--- config.mk ---
export PLATFORM = sky130hd
export DESIGN_NAME = rot_carry_unit
export DESIGN_NICKNAME = d
export VERILOG_FILES = /design/src/rtl/rot_pkg.sv /design/src/rtl/rot_amt_reduce.sv /design/src/rtl/rot_barrel.sv /design/src/rtl/rot_carry_sel.sv /design/src/rtl/rot_flag_gate.sv /design/src/rtl/rot_carry_unit.sv
export SDC_FILE = /design/constraint.sdc
export NUM_CORES = 1
export LEC_CHECK = 0
export BUFFER_PORTS_ARGS = -buffer_cell sky130_fd_sc_hd__clkbuf_2
export CAP_MARGIN = 10
export CORE_MARGIN = 10
export CORE_UTILIZATION = 59
export DETAILED_ROUTE_END_ITERATION = 12
export PLACE_DENSITY_LB_ADDON = 0.25
export SYNTH_ARGS = -nofsm -noshare
export SYNTH_HDL_FRONTEND = slang
export SYNTH_HIERARCHICAL = 1
export SYNTH_SLANG_ARGS = --single-unit
--- constraint.sdc ---
create_clock -name clk -period 3.7 [get_ports clk]
set_clock_uncertainty 0.05 [all_clocks]
set_input_delay 0.555 -clock clk [delete_from_list [all_inputs] [get_ports clk]]
set_output_delay 0.555 -clock clk [all_outputs]
set_load 0.05 [all_outputs]
--- src/rtl/rot_pkg.sv ---
package rot_pkg;
  localparam int CLS_W = 4;

  typedef enum logic [CLS_W-1:0] {
    CLS_ROT  = 4'd0,
    CLS_MOV  = 4'd1,
    CLS_MVN  = 4'd2,
    CLS_AND  = 4'd3,
    CLS_ORR  = 4'd4,
    CLS_ORN  = 4'd5,
    CLS_EOR  = 4'd6,
    CLS_BIC  = 4'd7,
    CLS_TST  = 4'd8,
    CLS_TEQ  = 4'd9,
    CLS_ARITH = 4'd10
  } op_class_e;

  typedef enum logic [1:0] {
    AMT_ZERO = 2'd0,
    AMT_PART = 2'd1,
    AMT_FULL = 2'd2
  } amt_kind_e;
endpackage

--- src/rtl/rot_amt_reduce.sv ---
module rot_amt_reduce #(
  parameter int DATA_W = 32,
  parameter int AMT_W  = 8,
  localparam int LOG_W = $clog2(DATA_W)
) (
  input  logic [AMT_W-1:0]   amt,
  output logic [LOG_W-1:0]   rot_amt,
  output rot_pkg::amt_kind_e kind
);
  logic low_zero;
  logic high_nz;

  assign rot_amt  = amt[LOG_W-1:0];
  assign low_zero = (amt[LOG_W-1:0] == '0);
  assign high_nz  = |amt[AMT_W-1:LOG_W];

  always_comb begin
    if (!low_zero)
      kind = rot_pkg::AMT_PART;
    else if (high_nz)
      kind = rot_pkg::AMT_FULL;
    else
      kind = rot_pkg::AMT_ZERO;
  end
endmodule

--- src/rtl/rot_barrel.sv ---
module rot_barrel #(
  parameter int DATA_W = 32,
  localparam int LOG_W = $clog2(DATA_W)
) (
  input  logic [DATA_W-1:0] din,
  input  logic [LOG_W-1:0]  amt,
  output logic [DATA_W-1:0] dout
);
  logic [DATA_W-1:0] stage [LOG_W+1];

  assign stage[0] = din;

  for (genvar k = 0; k < LOG_W; k++) begin : g_stage
    localparam int SH = 1 << k;
    assign stage[k+1] = amt[k] ? {stage[k][SH-1:0], stage[k][DATA_W-1:SH]}
                               : stage[k];
  end

  assign dout = stage[LOG_W];
endmodule

--- src/rtl/rot_carry_sel.sv ---
module rot_carry_sel #(
  parameter int DATA_W = 32,
  localparam int LOG_W = $clog2(DATA_W)
) (
  input  logic [DATA_W-1:0]  din,
  input  logic [LOG_W-1:0]   rot_amt,
  input  rot_pkg::amt_kind_e kind,
  input  logic               cin,
  input  logic               ext,
  output logic               cout
);
  logic [LOG_W-1:0] idx;

  assign idx = rot_amt - LOG_W'(1);

  always_comb begin
    if (ext)
      cout = din[0];
    else begin
      case (kind)
        rot_pkg::AMT_ZERO: cout = cin;
        rot_pkg::AMT_FULL: cout = din[DATA_W-1];
        default:           cout = din[idx];
      endcase
    end
  end
endmodule

--- src/rtl/rot_flag_gate.sv ---
module rot_flag_gate (
  input  logic                     set_flags,
  input  logic [rot_pkg::CLS_W-1:0] op_class,
  output logic                     we
);
  logic class_ok;

  always_comb begin
    case (rot_pkg::op_class_e'(op_class))
      rot_pkg::CLS_ROT, rot_pkg::CLS_MOV, rot_pkg::CLS_MVN,
      rot_pkg::CLS_AND, rot_pkg::CLS_ORR, rot_pkg::CLS_ORN,
      rot_pkg::CLS_EOR, rot_pkg::CLS_BIC, rot_pkg::CLS_TST,
      rot_pkg::CLS_TEQ: class_ok = 1'b1;
      default:          class_ok = 1'b0;
    endcase
  end

  assign we = set_flags & class_ok;
endmodule

--- src/rtl/rot_carry_unit.sv ---
module rot_carry_unit #(
  parameter int DATA_W = 32,
  parameter int AMT_W  = 8,
  localparam int LOG_W = $clog2(DATA_W)
) (
  input  logic                      clk,
  input  logic                      rst,
  input  logic [DATA_W-1:0]         op_in,
  input  logic [AMT_W-1:0]          amt_in,
  input  logic                      carry_in,
  input  logic                      mode_ext,
  input  logic                      set_flags,
  input  logic [rot_pkg::CLS_W-1:0] op_class,
  output logic [DATA_W-1:0]         result_q,
  output logic                      carry_out,
  output logic                      carry_we
);
  logic [LOG_W-1:0]   rot_amt;
  rot_pkg::amt_kind_e kind;
  logic [DATA_W-1:0]  rot_val;
  logic [DATA_W-1:0]  ext_val;
  logic [DATA_W-1:0]  res_d;
  logic               cout_d;
  logic               we_d;

  rot_amt_reduce #(.DATA_W(DATA_W), .AMT_W(AMT_W)) u_reduce (
    .amt     (amt_in),
    .rot_amt (rot_amt),
    .kind    (kind)
  );

  rot_barrel #(.DATA_W(DATA_W)) u_barrel (
    .din  (op_in),
    .amt  (rot_amt),
    .dout (rot_val)
  );

  rot_carry_sel #(.DATA_W(DATA_W)) u_csel (
    .din     (op_in),
    .rot_amt (rot_amt),
    .kind    (kind),
    .cin     (carry_in),
    .ext     (mode_ext),
    .cout    (cout_d)
  );

  rot_flag_gate u_gate (
    .set_flags (set_flags),
    .op_class  (op_class),
    .we        (we_d)
  );

  assign ext_val = {carry_in, op_in[DATA_W-1:1]};
  assign res_d   = mode_ext ? ext_val : rot_val;

  always_ff @(posedge clk) begin
    if (rst) begin
      result_q  <= '0;
      carry_out <= 1'b0;
      carry_we  <= 1'b0;
    end else begin
      result_q  <= res_d;
      carry_out <= cout_d;
      carry_we  <= we_d;
    end
  end
endmodule

==> results_dict.tcl <==
set metrics [dict create \
    outcome "completed" \
    final_common_cell "clkbuf_2" \
    worstHoldEndpoint "result_q[31]" \
    synth-xor-area-share 0.007204 \
    critPathMaxFanout 20 \
    grt_usage 0.2093 \
    min_path_type "input port to flip-flop" \
    worstMarginPinSlew_ps 1138 \
    ys_seq_area_frac 0.1866 \
    io-pin-count 83 \
    netlist_area_mm2 0.003647 \
    path_cells "clkbuf_2 -> buf_4 -> mux4_2 -> mux4_2 -> mux2_2 -> mux2i_1 -> nor2_1" \
    synth_top_family_by_area "multiplexers" \
    hold_depth 3 \
    cp-end-kind "flip-flop" \
    cp_top_family "multiplexers" \
    yosysTopAreaCell "mux4_2" \
    tritoncts "built" \
    area_growth_pct 10.77 \
    p_leak_nw 1.696 \
    portBuffers 81 \
    gp_routability_congestion 0.9980 \
    cp_data_arrival_time_ps 2910 \
    synth_top_area_share 0.3890 \
    drt-total-wl_um 10510 \
    rsz0062_at_grt "no" \
    numClockSinks 34 \
    dr.pass1.iters 4 \
    irDropWorstVdd_uv 259.7 \
    cp_data_required_time_ps 3810 \
    die_h_um 98.63 \
    max_stage_delay_ps 580 \
    hold_violations 0 \
    cp_common_cell "mux4_2" \
    synth_compound_area_frac 0.01063 \
    slew_violations 0 \
    tns_ps 0 \
    maxSlewHeadroom 0.2416 \
    path_class "input port to flip-flop" \
    ant_nets 0 \
    dp_hpwl_um 8038 \
    dieArea_mm2 0.009727 \
    ctsResizeCount 0 \
    min_period_ps 2802 \
    synth-seq-cells 34 \
    max_freq_mhz 356.9 \
    synthMuxAreaShare 0.6545 \
    drt_iter0_drc 321 \
    via_count 2809 \
    cpMaxStageDelayCell "mux4_2" \
    start_util 0.6124 \
    yosysUniqueCellTypes 27 \
    syn_avg_cell_area_um2 13.66 \
    post_cts_buffers 0 \
    drc 0 \
    std_cell_rows 28 \
    wl_per_cell_um 26.09 \
    maxCapViolCount 0 \
    htree_levels 2 \
    numCtsBuffers 5 \
    clk_path_buf_depth 2 \
    postSynthCellCount 267 \
    critPathBufInv 2 \
    syn_nets 317 \
    clk_pin_slew_ps 70 \
    antenna_cells 0 \
    layout-drive-gt1-share 0.5884 \
    ctsRootBufferMaster "clkbuf_8" \
    antenna_found_initial 0 \
    grt_max_degree 37 \
    fin_crit_sh 0.7572 \
    core-area_mm2 0.005956 \
    hp-start "carry_in" \
    final_cell_mix "clkbuf_2, mux4_2, mux2i_1" \
    whs_ps 467.2 \
    critical_path.startpoint_type "input port" \
    synth_adder_area_share 0.003431 \
    gr-total-overflow 0 \
    p_per_area_mw_per_mm2 372.7 \
    die_width_um 98.63 \
    vias_per_cell 6.970 \
    grt_pass1_vias 2817 \
    fin_nets 377 \
    grt_pass1_wl_um 15790 \
    yosysWarnings 6 \
    cts_hold_buf 0 \
    synthTopCellsByArea "mux4_2, dfxtp_1, mux2_2, mux2i_1, mux4_1" \
    setup_viol 0 \
    synth-simple-area-share 0.05317 \
]
## state kept, by name, indices dropped and copies added (netlist names)
name and cells:
result_q 32, carry_we 1, carry_out 1
## cells by family after synthesis
group | count (synthesis)
AO/OA/AOI/OAI | 6
adder cells (fa/ha/maj) | 1
multiplexers | 141
AND/OR/NAND/NOR | 44
flip-flops | 34
XOR/XNOR | 3
buffers and inverters | 38
## worst max-delay path by stage
stage / from / endpoint / slack (ps) / cells past startpoint
finish: amt_in[1] / result_q[7] / 900 / 7
global route: amt_in[1] / result_q[27] / 770 / 7
CTS: amt_in[1] / result_q[7] / 870 / 7
detailed placement: amt_in[1] / result_q[7] / 570 / 7
global placement: amt_in[1] / result_q[27] / 580 / 7
floorplan: amt_in[3] / result_q[3] / 1180 / 9
## worst min-delay path, stage by stage
cell      delay, ps
clkbuf_2         90
mux2i_1          60
nor2_1           70
## layout make-up
type                    count  area (µm²)
repair buffers             88       457.9
clock inverters             3       68.82
multi-input cells         195        2659
well taps                  75       93.84
clock buffers               5       68.82
flip-flops and latches     34       680.7
inverters                   3       11.26
fillers                   465        1916
## where the power goes
part / total (W) / internal [W] / leakage [nW] / switching [W]
Clock: 0.000420 / 0.000270 / 0.0683 / 0.000150
Sequential: 0.000411 / 0.000402 / 0.283 / 0.00000860
Combinational: 0.000675 / 0.000292 / 1.34 / 0.000383
## layer usage
| layer | wire length (µm) | vias up | GRT usage |
|---|---|---|---|
| li1 | - | 1204 | - |
| met1 | 3642 | 1398 | 0.2467 |
| met2 | 5264 | 191 | 0.3495 |
| met3 | 1379 | 16 | 0.06844 |
| met4 | 227 | 0 | 0.07497 |
| met5 | 0 | - | 0 |
## cell usage after synthesis
master	number
a21oi_1	3
a311oi_1	1
and2_1	1
buf_1	2
buf_12	5
buf_2	8
buf_4	5
buf_6	6
clkbuf_1	8
clkbuf_8	1
dfxtp_1	34
ha_1	1
inv_1	3
mux2_2	33
mux2i_1	36
mux4_1	9
mux4_2	63
nand2_1	1
nor2_1	33
nor2b_1	2
nor3_1	3
nor3_2	1
nor3b_1	3
o21ai_1	1
o311a_1	1
xnor2_1	1
xor2_1	2
## stage by stage
step / setup WS, ps / util / std cells / instance area [µm²] / power, W
2_1_floorplan: 1175 / - / 267 / 3647 / 0.0009406
3_3_place_gp: 576.4 / 0.6553 / 395 / 3902 / 0.001080
3_5_place_dp: 573.3 / 0.6553 / 395 / 3902 / 0.001087
4_1_cts: 866.6 / 0.6784 / 403 / 4040 / 0.001513
5_1_grt: 766.8 / 0.6784 / 403 / 4040 / 0.001562
6_report: 898.2 / 0.6784 / 403 / 4040 / 0.001506
(Power assumes the default switching activity.)
